===== src/rtl/xlat_pkg.sv =====
package xlat_pkg;

   typedef enum logic [1:0] {
      ACC_READ  = 2'd0,
      ACC_WRITE = 2'd1,
      ACC_FETCH = 2'd2
   } acc_kind_e;

   typedef enum logic [2:0] {
      FLT_NONE    = 3'd0,
      FLT_PAGE    = 3'd1,
      FLT_SEGMENT = 3'd2,
      FLT_SPEC    = 3'd3,
      FLT_PROT    = 3'd4
   } fault_e;

   localparam logic [1:0] SPACE_PRI  = 2'd1;
   localparam logic [1:0] SPACE_SEC  = 2'd2;
   localparam logic [1:0] SPACE_HOME = 2'd3;

   localparam int unsigned DESC_TYPE_LO  = 2;
   localparam int unsigned DESC_TYPE_W   = 2;
   localparam int unsigned DESC_INV_BIT  = 5;
   localparam int unsigned DESC_REAL_BIT = 6;
   localparam int unsigned PTE_RO_BIT    = 9;
   localparam int unsigned PTE_INV_BIT   = 10;

   localparam logic [2:0] PERM_R    = 3'b100;
   localparam logic [2:0] PERM_W    = 3'b010;
   localparam logic [2:0] PERM_X    = 3'b001;
   localparam logic [2:0] PERM_ALL  = 3'b111;
   localparam logic [2:0] PERM_NONE = 3'b000;

endpackage


===== src/rtl/xlat_space_sel.sv =====
module xlat_space_sel
   import xlat_pkg::*;
#(
   parameter int unsigned DW = 64
) (
   input  logic [1:0]    mode,
   input  logic [1:0]    kind,
   input  logic [DW-1:0] root_pri,
   input  logic [DW-1:0] root_sec,
   input  logic [DW-1:0] root_home,
   output logic [DW-1:0] root,
   output logic [1:0]    space,
   output logic [2:0]    perm_mask
);

   always_comb begin
      root      = root_pri;
      space     = SPACE_PRI;
      perm_mask = PERM_ALL;
      case (mode)
         SPACE_SEC: begin
            if (acc_kind_e'(kind) == ACC_FETCH) begin
               root      = root_pri;
               space     = SPACE_PRI;
               perm_mask = PERM_X;
            end else begin
               root      = root_sec;
               space     = SPACE_SEC;
               perm_mask = PERM_R | PERM_W;
            end
         end
         SPACE_HOME: begin
            root  = root_home;
            space = SPACE_HOME;
         end
         default: ;
      endcase
   end

endmodule


===== src/rtl/xlat_index_gen.sv =====
module xlat_index_gen #(
   parameter int unsigned VA_W       = 64,
   parameter int unsigned PAGE_SHIFT = 12,
   parameter int unsigned PT_IDX_W   = 8,
   parameter int unsigned RGN_IDX_W  = 11,
   parameter int unsigned ENTRY_LOG  = 3,
   parameter int unsigned LEVELS     = 5,
   localparam int unsigned LVL_W     = $clog2(LEVELS),
   localparam int unsigned TYPE_W    = $clog2(LEVELS - 1)
) (
   input  logic [VA_W-1:0]   va,
   input  logic [LVL_W-1:0]  lvl,
   input  logic [TYPE_W-1:0] root_type,
   output logic [VA_W-1:0]   offset,
   output logic              range_ok
);

   logic [VA_W-1:0]   off_arr [LEVELS];
   logic [LEVELS-2:0] ok_vec;

   if (PAGE_SHIFT + PT_IDX_W + RGN_IDX_W * (LEVELS - 1) != VA_W) begin : g_bad_tiling
      $error("xlat_index_gen: index fields must tile the virtual address");
   end

   for (genvar l = 0; l < LEVELS; l++) begin : g_lvl
      localparam int unsigned LO = (l == 0) ? PAGE_SHIFT
                                            : PAGE_SHIFT + PT_IDX_W + RGN_IDX_W * (l - 1);
      localparam int unsigned W  = (l == 0) ? PT_IDX_W : RGN_IDX_W;
      assign off_arr[l] = VA_W'(va[LO +: W]) << ENTRY_LOG;
   end

   for (genvar t = 0; t < LEVELS - 1; t++) begin : g_rng
      localparam int unsigned TOP = PAGE_SHIFT + PT_IDX_W + RGN_IDX_W * (t + 1);
      if (TOP >= VA_W) begin : g_full
         assign ok_vec[t] = 1'b1;
      end else begin : g_chk
         assign ok_vec[t] = (va[VA_W-1:TOP] == '0);
      end
   end

   assign offset   = (lvl < LVL_W'(LEVELS)) ? off_arr[lvl] : '0;
   assign range_ok = ok_vec[root_type];

   logic unused_low;
   assign unused_low = ^va[PAGE_SHIFT-1:0];

endmodule


===== src/rtl/xlat_prefix_reloc.sv =====
module xlat_prefix_reloc #(
   parameter int unsigned     AW        = 64,
   parameter logic [AW-1:0]   LOW_LIMIT = AW'(64'h2000)
) (
   input  logic [AW-1:0] raddr,
   input  logic [AW-1:0] prefix,
   output logic [AW-1:0] aaddr
);

   assign aaddr = (raddr < LOW_LIMIT) ? raddr + prefix : raddr;

endmodule


===== src/rtl/xlat_walker.sv =====
module xlat_walker
   import xlat_pkg::*;
#(
   parameter int unsigned VA_W       = 64,
   parameter int unsigned PAGE_SHIFT = 12,
   parameter int unsigned PT_IDX_W   = 8,
   parameter int unsigned RGN_IDX_W  = 11,
   parameter int unsigned NARROW_W   = 31,
   parameter logic [63:0] LOW_LIMIT  = 64'h2000
) (
   input  logic            clk,
   input  logic            rst_n,
   input  logic            req_valid,
   output logic            req_ready,
   input  logic [VA_W-1:0] req_va,
   input  logic [1:0]      req_kind,
   input  logic [1:0]      req_mode,
   input  logic            req_dat_en,
   input  logic            req_wide,
   input  logic [VA_W-1:0] root_pri,
   input  logic [VA_W-1:0] root_sec,
   input  logic [VA_W-1:0] root_home,
   input  logic [VA_W-1:0] prefix,
   output logic            mem_rd_valid,
   input  logic            mem_rd_ready,
   output logic [VA_W-1:0] mem_rd_addr,
   input  logic            mem_rsp_valid,
   input  logic [VA_W-1:0] mem_rsp_data,
   output logic            done,
   output logic [VA_W-1:0] rsp_raddr,
   output logic [2:0]      rsp_perm,
   output logic [2:0]      rsp_fault,
   output logic [VA_W-1:0] rsp_xword
);

   localparam int unsigned LEVELS = 1 + (VA_W - PAGE_SHIFT - PT_IDX_W) / RGN_IDX_W;
   localparam int unsigned LVL_W  = $clog2(LEVELS);
   localparam logic [VA_W-1:0] NARROW_MASK = (VA_W'(1) << NARROW_W) - VA_W'(1);

   if (LEVELS - 1 != (1 << DESC_TYPE_W)) begin : g_bad_levels
      $error("xlat_walker: table levels must match the descriptor type field");
   end
   if (NARROW_W >= VA_W || PAGE_SHIFT <= PTE_INV_BIT) begin : g_bad_widths
      $error("xlat_walker: narrow width or page size out of range");
   end

   typedef enum logic [2:0] {ST_IDLE, ST_CHECK, ST_ISSUE, ST_WAIT, ST_DONE} st_e;

   st_e              st_q;
   logic [VA_W-1:0]  va_q, root_q, prefix_q, origin_q, addr_q;
   acc_kind_e        kind_q;
   logic [1:0]       space_q;
   logic [2:0]       pmask_q, perm_q;
   logic             dat_q;
   logic [LVL_W-1:0] lvl_q;
   fault_e           fault_q;

   logic [VA_W-1:0]        va_in, sel_root, tbl_off, reloc_addr, rsp_frame;
   logic [1:0]             sel_space;
   logic [2:0]             sel_pmask;
   logic                   range_ok, pte_ro;
   logic [DESC_TYPE_W-1:0] root_type, entry_type;

   always_comb begin
      va_in = req_wide ? req_va : (req_va & NARROW_MASK);
      va_in[PAGE_SHIFT-1:0] = '0;
   end

   xlat_space_sel #(.DW(VA_W)) space_sel_i (
      .mode      (req_mode),
      .kind      (req_kind),
      .root_pri  (root_pri),
      .root_sec  (root_sec),
      .root_home (root_home),
      .root      (sel_root),
      .space     (sel_space),
      .perm_mask (sel_pmask)
   );

   assign root_type  = root_q[DESC_TYPE_LO +: DESC_TYPE_W];
   assign entry_type = mem_rsp_data[DESC_TYPE_LO +: DESC_TYPE_W];
   assign rsp_frame  = {mem_rsp_data[VA_W-1:PAGE_SHIFT], PAGE_SHIFT'(0)};
   assign pte_ro     = mem_rsp_data[PTE_RO_BIT];

   xlat_index_gen #(
      .VA_W       (VA_W),
      .PAGE_SHIFT (PAGE_SHIFT),
      .PT_IDX_W   (PT_IDX_W),
      .RGN_IDX_W  (RGN_IDX_W),
      .ENTRY_LOG  (3),
      .LEVELS     (LEVELS)
   ) index_gen_i (
      .va        (va_q),
      .lvl       (lvl_q),
      .root_type (root_type),
      .offset    (tbl_off),
      .range_ok  (range_ok)
   );

   xlat_prefix_reloc #(.AW(VA_W), .LOW_LIMIT(VA_W'(LOW_LIMIT))) reloc_i (
      .raddr  (addr_q),
      .prefix (prefix_q),
      .aaddr  (reloc_addr)
   );

   always_ff @(posedge clk or negedge rst_n) begin
      if (!rst_n) begin
         st_q     <= ST_IDLE;
         va_q     <= '0;
         root_q   <= '0;
         prefix_q <= '0;
         origin_q <= '0;
         addr_q   <= '0;
         kind_q   <= ACC_READ;
         space_q  <= SPACE_PRI;
         pmask_q  <= PERM_ALL;
         perm_q   <= PERM_NONE;
         dat_q    <= 1'b0;
         lvl_q    <= '0;
         fault_q  <= FLT_NONE;
      end else begin
         case (st_q)
            ST_IDLE: begin
               if (req_valid) begin
                  va_q     <= va_in;
                  root_q   <= sel_root;
                  prefix_q <= prefix;
                  kind_q   <= acc_kind_e'(req_kind);
                  space_q  <= sel_space;
                  pmask_q  <= sel_pmask;
                  dat_q    <= req_dat_en;
                  fault_q  <= FLT_NONE;
                  perm_q   <= PERM_NONE;
                  addr_q   <= '0;
                  st_q     <= ST_CHECK;
               end
            end
            ST_CHECK: begin
               if (!dat_q) begin
                  addr_q <= va_q;
                  perm_q <= PERM_ALL;
                  st_q   <= ST_DONE;
               end else if (!range_ok) begin
                  fault_q <= FLT_SPEC;
                  st_q    <= ST_DONE;
               end else if (root_q[DESC_INV_BIT]) begin
                  fault_q <= FLT_SEGMENT;
                  st_q    <= ST_DONE;
               end else if (root_q[DESC_REAL_BIT]) begin
                  addr_q <= va_q;
                  perm_q <= pmask_q;
                  st_q   <= ST_DONE;
               end else begin
                  origin_q <= {root_q[VA_W-1:PAGE_SHIFT], PAGE_SHIFT'(0)};
                  lvl_q    <= LVL_W'(root_type) + LVL_W'(1);
                  st_q     <= ST_ISSUE;
               end
            end
            ST_ISSUE: begin
               if (mem_rd_ready) st_q <= ST_WAIT;
            end
            ST_WAIT: begin
               if (mem_rsp_valid) begin
                  if (lvl_q != '0) begin
                     if (mem_rsp_data[DESC_INV_BIT]) begin
                        fault_q <= FLT_SEGMENT;
                        st_q    <= ST_DONE;
                     end else if (lvl_q >= LVL_W'(2) &&
                                  entry_type != DESC_TYPE_W'(lvl_q - LVL_W'(2))) begin
                        fault_q <= FLT_SPEC;
                        st_q    <= ST_DONE;
                     end else begin
                        origin_q <= rsp_frame;
                        lvl_q    <= lvl_q - LVL_W'(1);
                        st_q     <= ST_ISSUE;
                     end
                  end else begin
                     st_q <= ST_DONE;
                     if (mem_rsp_data[PTE_INV_BIT]) begin
                        fault_q <= FLT_PAGE;
                     end else if (pte_ro && kind_q == ACC_WRITE) begin
                        fault_q <= FLT_PROT;
                     end else begin
                        addr_q <= rsp_frame;
                        perm_q <= (pte_ro ? (PERM_R | PERM_X) : PERM_ALL) & pmask_q;
                     end
                  end
               end
            end
            default: st_q <= ST_IDLE;
         endcase
      end
   end

   assign req_ready    = (st_q == ST_IDLE);
   assign mem_rd_valid = (st_q == ST_ISSUE);
   assign mem_rd_addr  = origin_q + tbl_off;
   assign done         = (st_q == ST_DONE);
   assign rsp_fault    = fault_q;
   assign rsp_perm     = perm_q;
   assign rsp_raddr    = (fault_q == FLT_NONE) ? reloc_addr : '0;
   assign rsp_xword    = (fault_q == FLT_NONE) ? '0
                        : (va_q | VA_W'({fault_q == FLT_PROT, space_q}));

   logic unused_bits;
   assign unused_bits = ^{root_q[DESC_TYPE_LO-1:0], root_q[4], root_q[PAGE_SHIFT-1:DESC_REAL_BIT+1],
                          mem_rsp_data[DESC_TYPE_LO-1:0], mem_rsp_data[4],
                          mem_rsp_data[PTE_RO_BIT-1:DESC_REAL_BIT],
                          mem_rsp_data[PAGE_SHIFT-1:PTE_INV_BIT+1]};


   accept_then_busy_chk: assert property (@(posedge clk) disable iff (!rst_n)
      req_valid && req_ready |=> !req_ready);


   done_single_chk: assert property (@(posedge clk) disable iff (!rst_n)
      done |=> !done && req_ready);


   rd_hold_chk: assert property (@(posedge clk) disable iff (!rst_n)
      mem_rd_valid && !mem_rd_ready |=> mem_rd_valid && $stable(mem_rd_addr));


   rd_align_chk: assert property (@(posedge clk) disable iff (!rst_n)
      mem_rd_valid |-> mem_rd_addr[2:0] == 3'b000);


   write_needs_w_chk: assert property (@(posedge clk) disable iff (!rst_n)
      done && rsp_fault == FLT_NONE && kind_q == ACC_WRITE |-> rsp_perm[1]);


   fault_clean_chk: assert property (@(posedge clk) disable iff (!rst_n)
      done && rsp_fault != FLT_NONE |-> rsp_perm == PERM_NONE && rsp_xword[1:0] != 2'b00);

endmodule


===== config.mk =====
export PLATFORM = sky130hd
export DESIGN_NAME = xlat_walker
export DESIGN_NICKNAME = d
export VERILOG_FILES = /design/src/rtl/xlat_pkg.sv /design/src/rtl/xlat_space_sel.sv /design/src/rtl/xlat_index_gen.sv /design/src/rtl/xlat_prefix_reloc.sv /design/src/rtl/xlat_walker.sv
export SDC_FILE = /design/constraint.sdc
export NUM_CORES = 1
export LEC_CHECK = 0
export BUFFER_PORTS_ARGS = -buffer_cell sky130_fd_sc_hd__buf_4
export CORE_AREA = 2 2 231 233
export CTS_CLUSTER_DIAMETER = 200
export DETAILED_ROUTE_END_ITERATION = 8
export DIE_AREA = 0 0 233 235
export SKIP_CTS_REPAIR_TIMING = 1
export SLEW_MARGIN = 20
export SYNTH_ARGS = -nofsm -noshare
export SYNTH_HDL_FRONTEND = slang
export SYNTH_SLANG_ARGS = --single-unit

===== constraint.sdc =====
create_clock -name clk -period 3.7 [get_ports clk]
set_input_delay 0.185 -clock clk [delete_from_list [all_inputs] [get_ports clk]]
set_output_delay 0.185 -clock clk [all_outputs]
set_load 0.02 [all_outputs]

---- Word-level counts from Yosys, hierarchy flattened ----
Index checks and enable logic that the tools add are counted.
word-level totals
  register bits ........................... 328
  word-level logic and storage cells ...... 146
  input port bits ......................... 395
  output and inout bits ................... 201
cells by class
  bitwise gates (word level) .............. 3
  order comparisons ....................... 5
  reduce and logical (&&, ||, !) cells .... 15
  add/sub/neg operators ................... 5
  mux-type cells .......................... 76
  equality and inequality tests ........... 29
operator list
  kind                                                                            number
  64-bit 2-to-1 mux                                                               25
  64-bit one-hot mux with 2 select lines                                          2
  64-bit binary-select mux with 3-bit select                                      1
  64-bit one-hot mux with 3 select lines                                          1
  64-bit adder                                                                    2
  3-bit 2-to-1 mux                                                                38
  64-bit by 14-bit less-than comparator with 1-bit output, second input constant  1
  64-bit by 3-bit OR with 64-bit output                                           1
  33-bit zero test                                                                1
  2-bit != test, second input constant                                            12
  22-bit zero test                                                                1
  3-bit one-hot mux with 3 select lines                                           2
  9-bit AND reduction                                                             2
  3-bit != test, second input constant                                            4
  3-bit one-hot mux with 4 select lines                                           1
  11-bit zero test                                                                1
  4-bit != test, second input constant                                            2
  7-bit AND reduction                                                             1
  2-bit == test, second input constant                                            3
  3-bit by 2-bit == test with 1-bit output, second input constant                 2
  3-bit == test, second input constant                                            2
  3-bit zero test                                                                 2
  3-bit one-hot mux with 2 select lines                                           1
  3-bit nonzero test                                                              2
  21 further kinds                                                                23

---- Logic depth before layout (Yosys ltp) ----
  depth in word-level cells ............... 8
  mapped depth ............................ 16

---- By module ----
Synthesis repeated with hierarchy kept, for this count alone.
second synthesis, totals
  cell total of the unflattened synthesis .. 2,902
  area, all modules ....................... 23,214.8 um^2
modules (own cells, without submodules)
  module             seq. area each (um^2)  cells an instance  times used  area each (um^2)
  xlat_walker        7,412.1                1,933              1           16,313.1
  xlat_prefix_reloc  0.0                    662                1           4,535.6
  xlat_space_sel     0.0                    156                1           1,340.0
  xlat_index_gen     0.0                    151                1           1,026.0

---- Worst setup path before layout ----
No wires, ideal clock.
  kind .................................... reg2out
  start point ............................. register lvl_q[1]
  end point ............................... output port mem_rd_addr[61]
  cell stages (with the launch flop) ...... 16
  arrival time ............................ 3.460 ns
  path slack .............................. 0.055 ns
  buffers on the path ..................... 2
  path through ............................ dfrtp_1 > clkbuf_1 > buf_1 > nor2_1 > a22oi_1 > o22ai_1 > ha_1 > a21o_1 > nand4_1 > nor3_2 > nand2b_1 > nor2_1 > nand4_1 > nor2_1 > nand3_1 > xnor2_1
between the ends
  word-level cells in the longest chain between the ends .. 6
RTL lines
  what                                                    line                  source
  start: declaration                                      xlat_walker.sv:55     logic [LVL_W-1:0] lvl_q;
  start signal: assignment                                xlat_walker.sv:155    lvl_q <= LVL_W'(root_type) + LVL_W'(1);
  start signal: assignment                                xlat_walker.sv:174    lvl_q <= lvl_q - LVL_W'(1);
  3-bit inverter with 4-bit output (implied by the code)  xlat_index_gen.sv:41  assign offset = (lvl < LVL_W'(LEVELS)) ? off_arr[lvl] : '0;
  64-bit binary-select mux with 3-bit select              xlat_index_gen.sv:41
  64-bit 2-to-1 mux (implied by the code) (2 in series)   xlat_index_gen.sv:41
  64-bit 2-to-1 mux (*)                                   xlat_index_gen.sv:41
  64-bit adder (*)                                        xlat_walker.sv:197    assign mem_rd_addr = origin_q + tbl_off;
  end: declaration                                        xlat_walker.sv:26     output logic [VA_W-1:0] mem_rd_addr,
Mark *: on every way between the ends. The rest lies on a longest branch, timed or not. The select of a mux whose other input is x is not followed.

---- Worst setup path after layout ----
  start point ............................. register lvl_q[1]
  end point ............................... output port mem_rd_addr[58]
Same word-level chain as after synthesis.

==> flow_summary.toml <==
[routing]
wl_per_cell_um = 22.39
drc_errors = 0
drtIter0Drc = 1366
wl_um = 84990
via_per_inst = 5.436
ant_nets = 0
vias = 20630
first_pass_iters = 8

[place]
gp_congestion = 0.9433
dp.final_hpwl_um = 64060
io_buffers = 540

[timing]
hold_violations = 3
period_minus_slack_ns = 3.822
grt_setup_unrepaired = "true"
worst_hold_slack_ns = -0.02850
period_share = 1.033
final-setup-viol-count = 9
tns_ns = -0.7399
slew_violations = 0
worst_pin_slew_ns = 0.9747
maxSlewHeadroom = 0.3502
skew_ns = 0.01457
max_freq_mhz = 261.7
timing.final.ws_setup_ns = -0.1217

[grt]
grtUsageMet2 = 0.4745
grt_pass1_vias = 19070
met1_usage = 0.3649
grt_pass1_wl_um = 119100
use_met3 = 0.05704
grt_busiest_layer = "met2"
grt_use_total = 0.2887
grt_max_degree = 113
overflow = 0
antenna_found_initial = 17

[pwr]
power_frac_comb = 0.590
p_sw_w = 0.01206
clkPwrFrac = 0.146
p_seq_frac = 0.264
p_leak_nw = 13.00
ir_drop_mv = 0.4099
switching_share = 0.4883
internal_power_w = 0.01263
power.density_nw_per_um2 = 874.3

[die]
io_pins = 596
fp.dieH_um = 235
start_util = 0.3607
row_count = 84
die_w_um = 233
die_area_um2 = 54760
core_region_area_um2 = 52240

[min_path]
min_path_type = "input port to flip-flop"

[synthesis]
synth-edff-count = 0
yosysUniqueCellTypes = 74
synth.yosys.warnings = 0
synth-xor-area-share = 0.04462
synthesis.area_um2 = 18840
synth-seq-cells = 295
synth_compound_area_frac = 0.1921
synthMuxAreaShare = 0.03373
synth.avg_cell_area_um2 = 8.056
async_flop_share = 1.000
yosys.area_share.simple = 0.2502
synth_flop_cell = "dfrtp_1"
synthAdderAreaFrac = 0.03998
yosysSeqAreaShare = 0.3920
synth_top_family_by_area = "simple AND/OR/NAND/NOR gates"
syn_inst = 2339

[cts]
cts_buffers = 36
htreeDepth = 2
cts_sinks = 295
clock_latency_ns = 0.56
clockRootBuffer = "clkbuf_16"
path_clk_slew_ns = 0.06
cts_tree = "built"
clock_path_buffers = 3

[cells_and_area]
final_nets = 3524
layout.cells.most_common = "buf_4"
final_core_util = 0.5406
drive_gt1_frac = 0.2698
areaGrowthSynthToFinish_pct = 49.88
final_cell_mix = "buf_4, nand2_1, dfrtp_1"

[worst_setup_path]
path_class = "flip-flop to output pin"
critPathMaxFanout = 5
cp.arrival_ns = 3.64
cp-end-kind = "output pin"
crit_required_ns = 3.51
worstSetupStartpointType = "flip-flop"

[outcome]
violations = "negative hold slack, negative setup slack"
outcome = "finished, violations left"

[job]
cap_viol_max_count = 0
-- critical path, cell delays in order, from the launching register on --
cell and delay (ns):
dfrtp_2 0.44, buf_6 0.14, mux2i_1 0.12, o22ai_2 0.22, ha_2 0.23, fa_2 0.23
nand4_1 0.18, nor3_4 0.26, nor2b_4 0.22, and2b_2 0.20, and4_4 0.24, and2b_1 0.16
nand2_1 0.08, xnor2_1 0.18, buf_4 0.16
-- sequential cells by signal, indices dropped and copies added (netlist names) --
register and cells:
dat_q 1, rsp_fault 3, addr_q 52, origin_q 52, space_q 2, st_q 3
prefix_q 64, kind_q 2, lvl_q 3, pmask_q 2, va_q 52, rsp_perm 3
root_q 56
-- cell usage after synthesis, types with 8 or more instances --
library cell	number	area (um^2)
buf_1	13	48.80
nor4_1	21	131.4
nand3_1	70	350.3
a21o_1	22	165.2
mux2i_1	59	590.6
and4_1	8	70.07
nor2_1	259	972.2
and3_1	20	125.1
nand2_1	561	2106
ha_1	57	713.2
xnor2_1	67	586.8
xor2_1	29	254.0
o21ai_1	8	40.04
inv_1	36	135.1
a21oi_1	113	565.5
buf_4	12	90.09
o21ai_0	47	235.2
buf_2	14	70.07
a221oi_1	57	499.2
nand4_1	31	193.9
o31ai_1	58	435.4
and2_1	54	337.8
a22oi_1	11	82.58
clkbuf_1	143	536.8
nor3_1	27	135.1
dfrtp_1	292	7307
a22o_1	64	560.5
a31oi_1	63	394.1
o21bai_1	9	67.56
-- worst paths after layout --
kind	startpoint	endpoint	slack, ns	cells past startpoint
max in group asynchronous	rst_n	addr_q[15]$_DFFE_PN0P_	2.53	3
worst min-delay path	root_pri[6]	root_q[6]$_DFFE_PN0P_	-0.03	3
worst min register to register	prefix_q[3]$_DFFE_PN0P_	prefix_q[3]$_DFFE_PN0P_	0.46	2
worst max register to register	va_q[38]$_DFFE_PN0P_	addr_q[29]$_DFFE_PN0P_	0.97	9
worst max-delay path	lvl_q[1]$_DFFE_PN0P_	mem_rd_addr[58]	-0.12	14
min in group asynchronous	rst_n	prefix_q[8]$_DFFE_PN0P_	0.19	2
-- area by class of cell --
| type | count | area, um^2 |
|---|---|---|
| Antenna cell | 12 | 30.03 |
| Fill cell | 4792 | 24000 |
| Clock buffer | 55 | 1092 |
| Multi-Input combinational cell | 1835 | 11410 |
| Tap cell | 688 | 860.8 |
| Timing Repair Buffer | 864 | 7203 |
| Sequential cell | 295 | 7400 |
| Clock inverter | 8 | 101.3 |
| Inverter | 38 | 142.6 |
-- layer usage --
| metal | up-vias | share of wire |
|---|---|---|
| li1 | 9661 | - |
| met1 | 9940 | 0.41 |
| met5 | - | 0.00032 |
| met2 | 828 | 0.48 |
| met3 | 197 | 0.061 |
| met4 | 4 | 0.047 |
-- power by group through the flow --
stage,Clock (W),Sequential (W),Combinational (W)
global placement,0,0.00637,0.0132
CTS,0.00367,0.00637,0.0133
global route,0.00380,0.00668,0.0158
floorplan,0,0.00570,0.00841
finish,0.00361,0.00652,0.0146
detailed placement,0,0.00642,0.0133
-- cells by family after synthesis --
| kind of cell | Yosys count |
|---|---|
| AOI/OAI and AO/OA | 517 |
| xor gates and xnor gates | 96 |
| adders and majority gates | 59 |
| buffers and inverters | 220 |
| DFF | 295 |
| muxes | 62 |
| other | 1 |
| and+or+nand+nor | 1089 |
-- per-stage QoR --
stage	total power, W	hold slack [ns]	area [um^2]	setup slack [ns]	cells
6_report	0.02469	-0.02850	28240	-0.1217	3795
5_1_grt	0.02624	0.01925	28240	-0.3981	3794
2_1_floorplan	0.01411	-0.1106	18880	0.05533	2350
4_1_cts	0.02339	-0.3952	24860	-0.6848	3518
3_5_place_dp	0.01970	0.2027	23670	-0.06716	3455
3_3_place_gp	0.01958	0.2021	23670	0.1453	3455
Note: power is estimated with default switching activity, not from simulation.
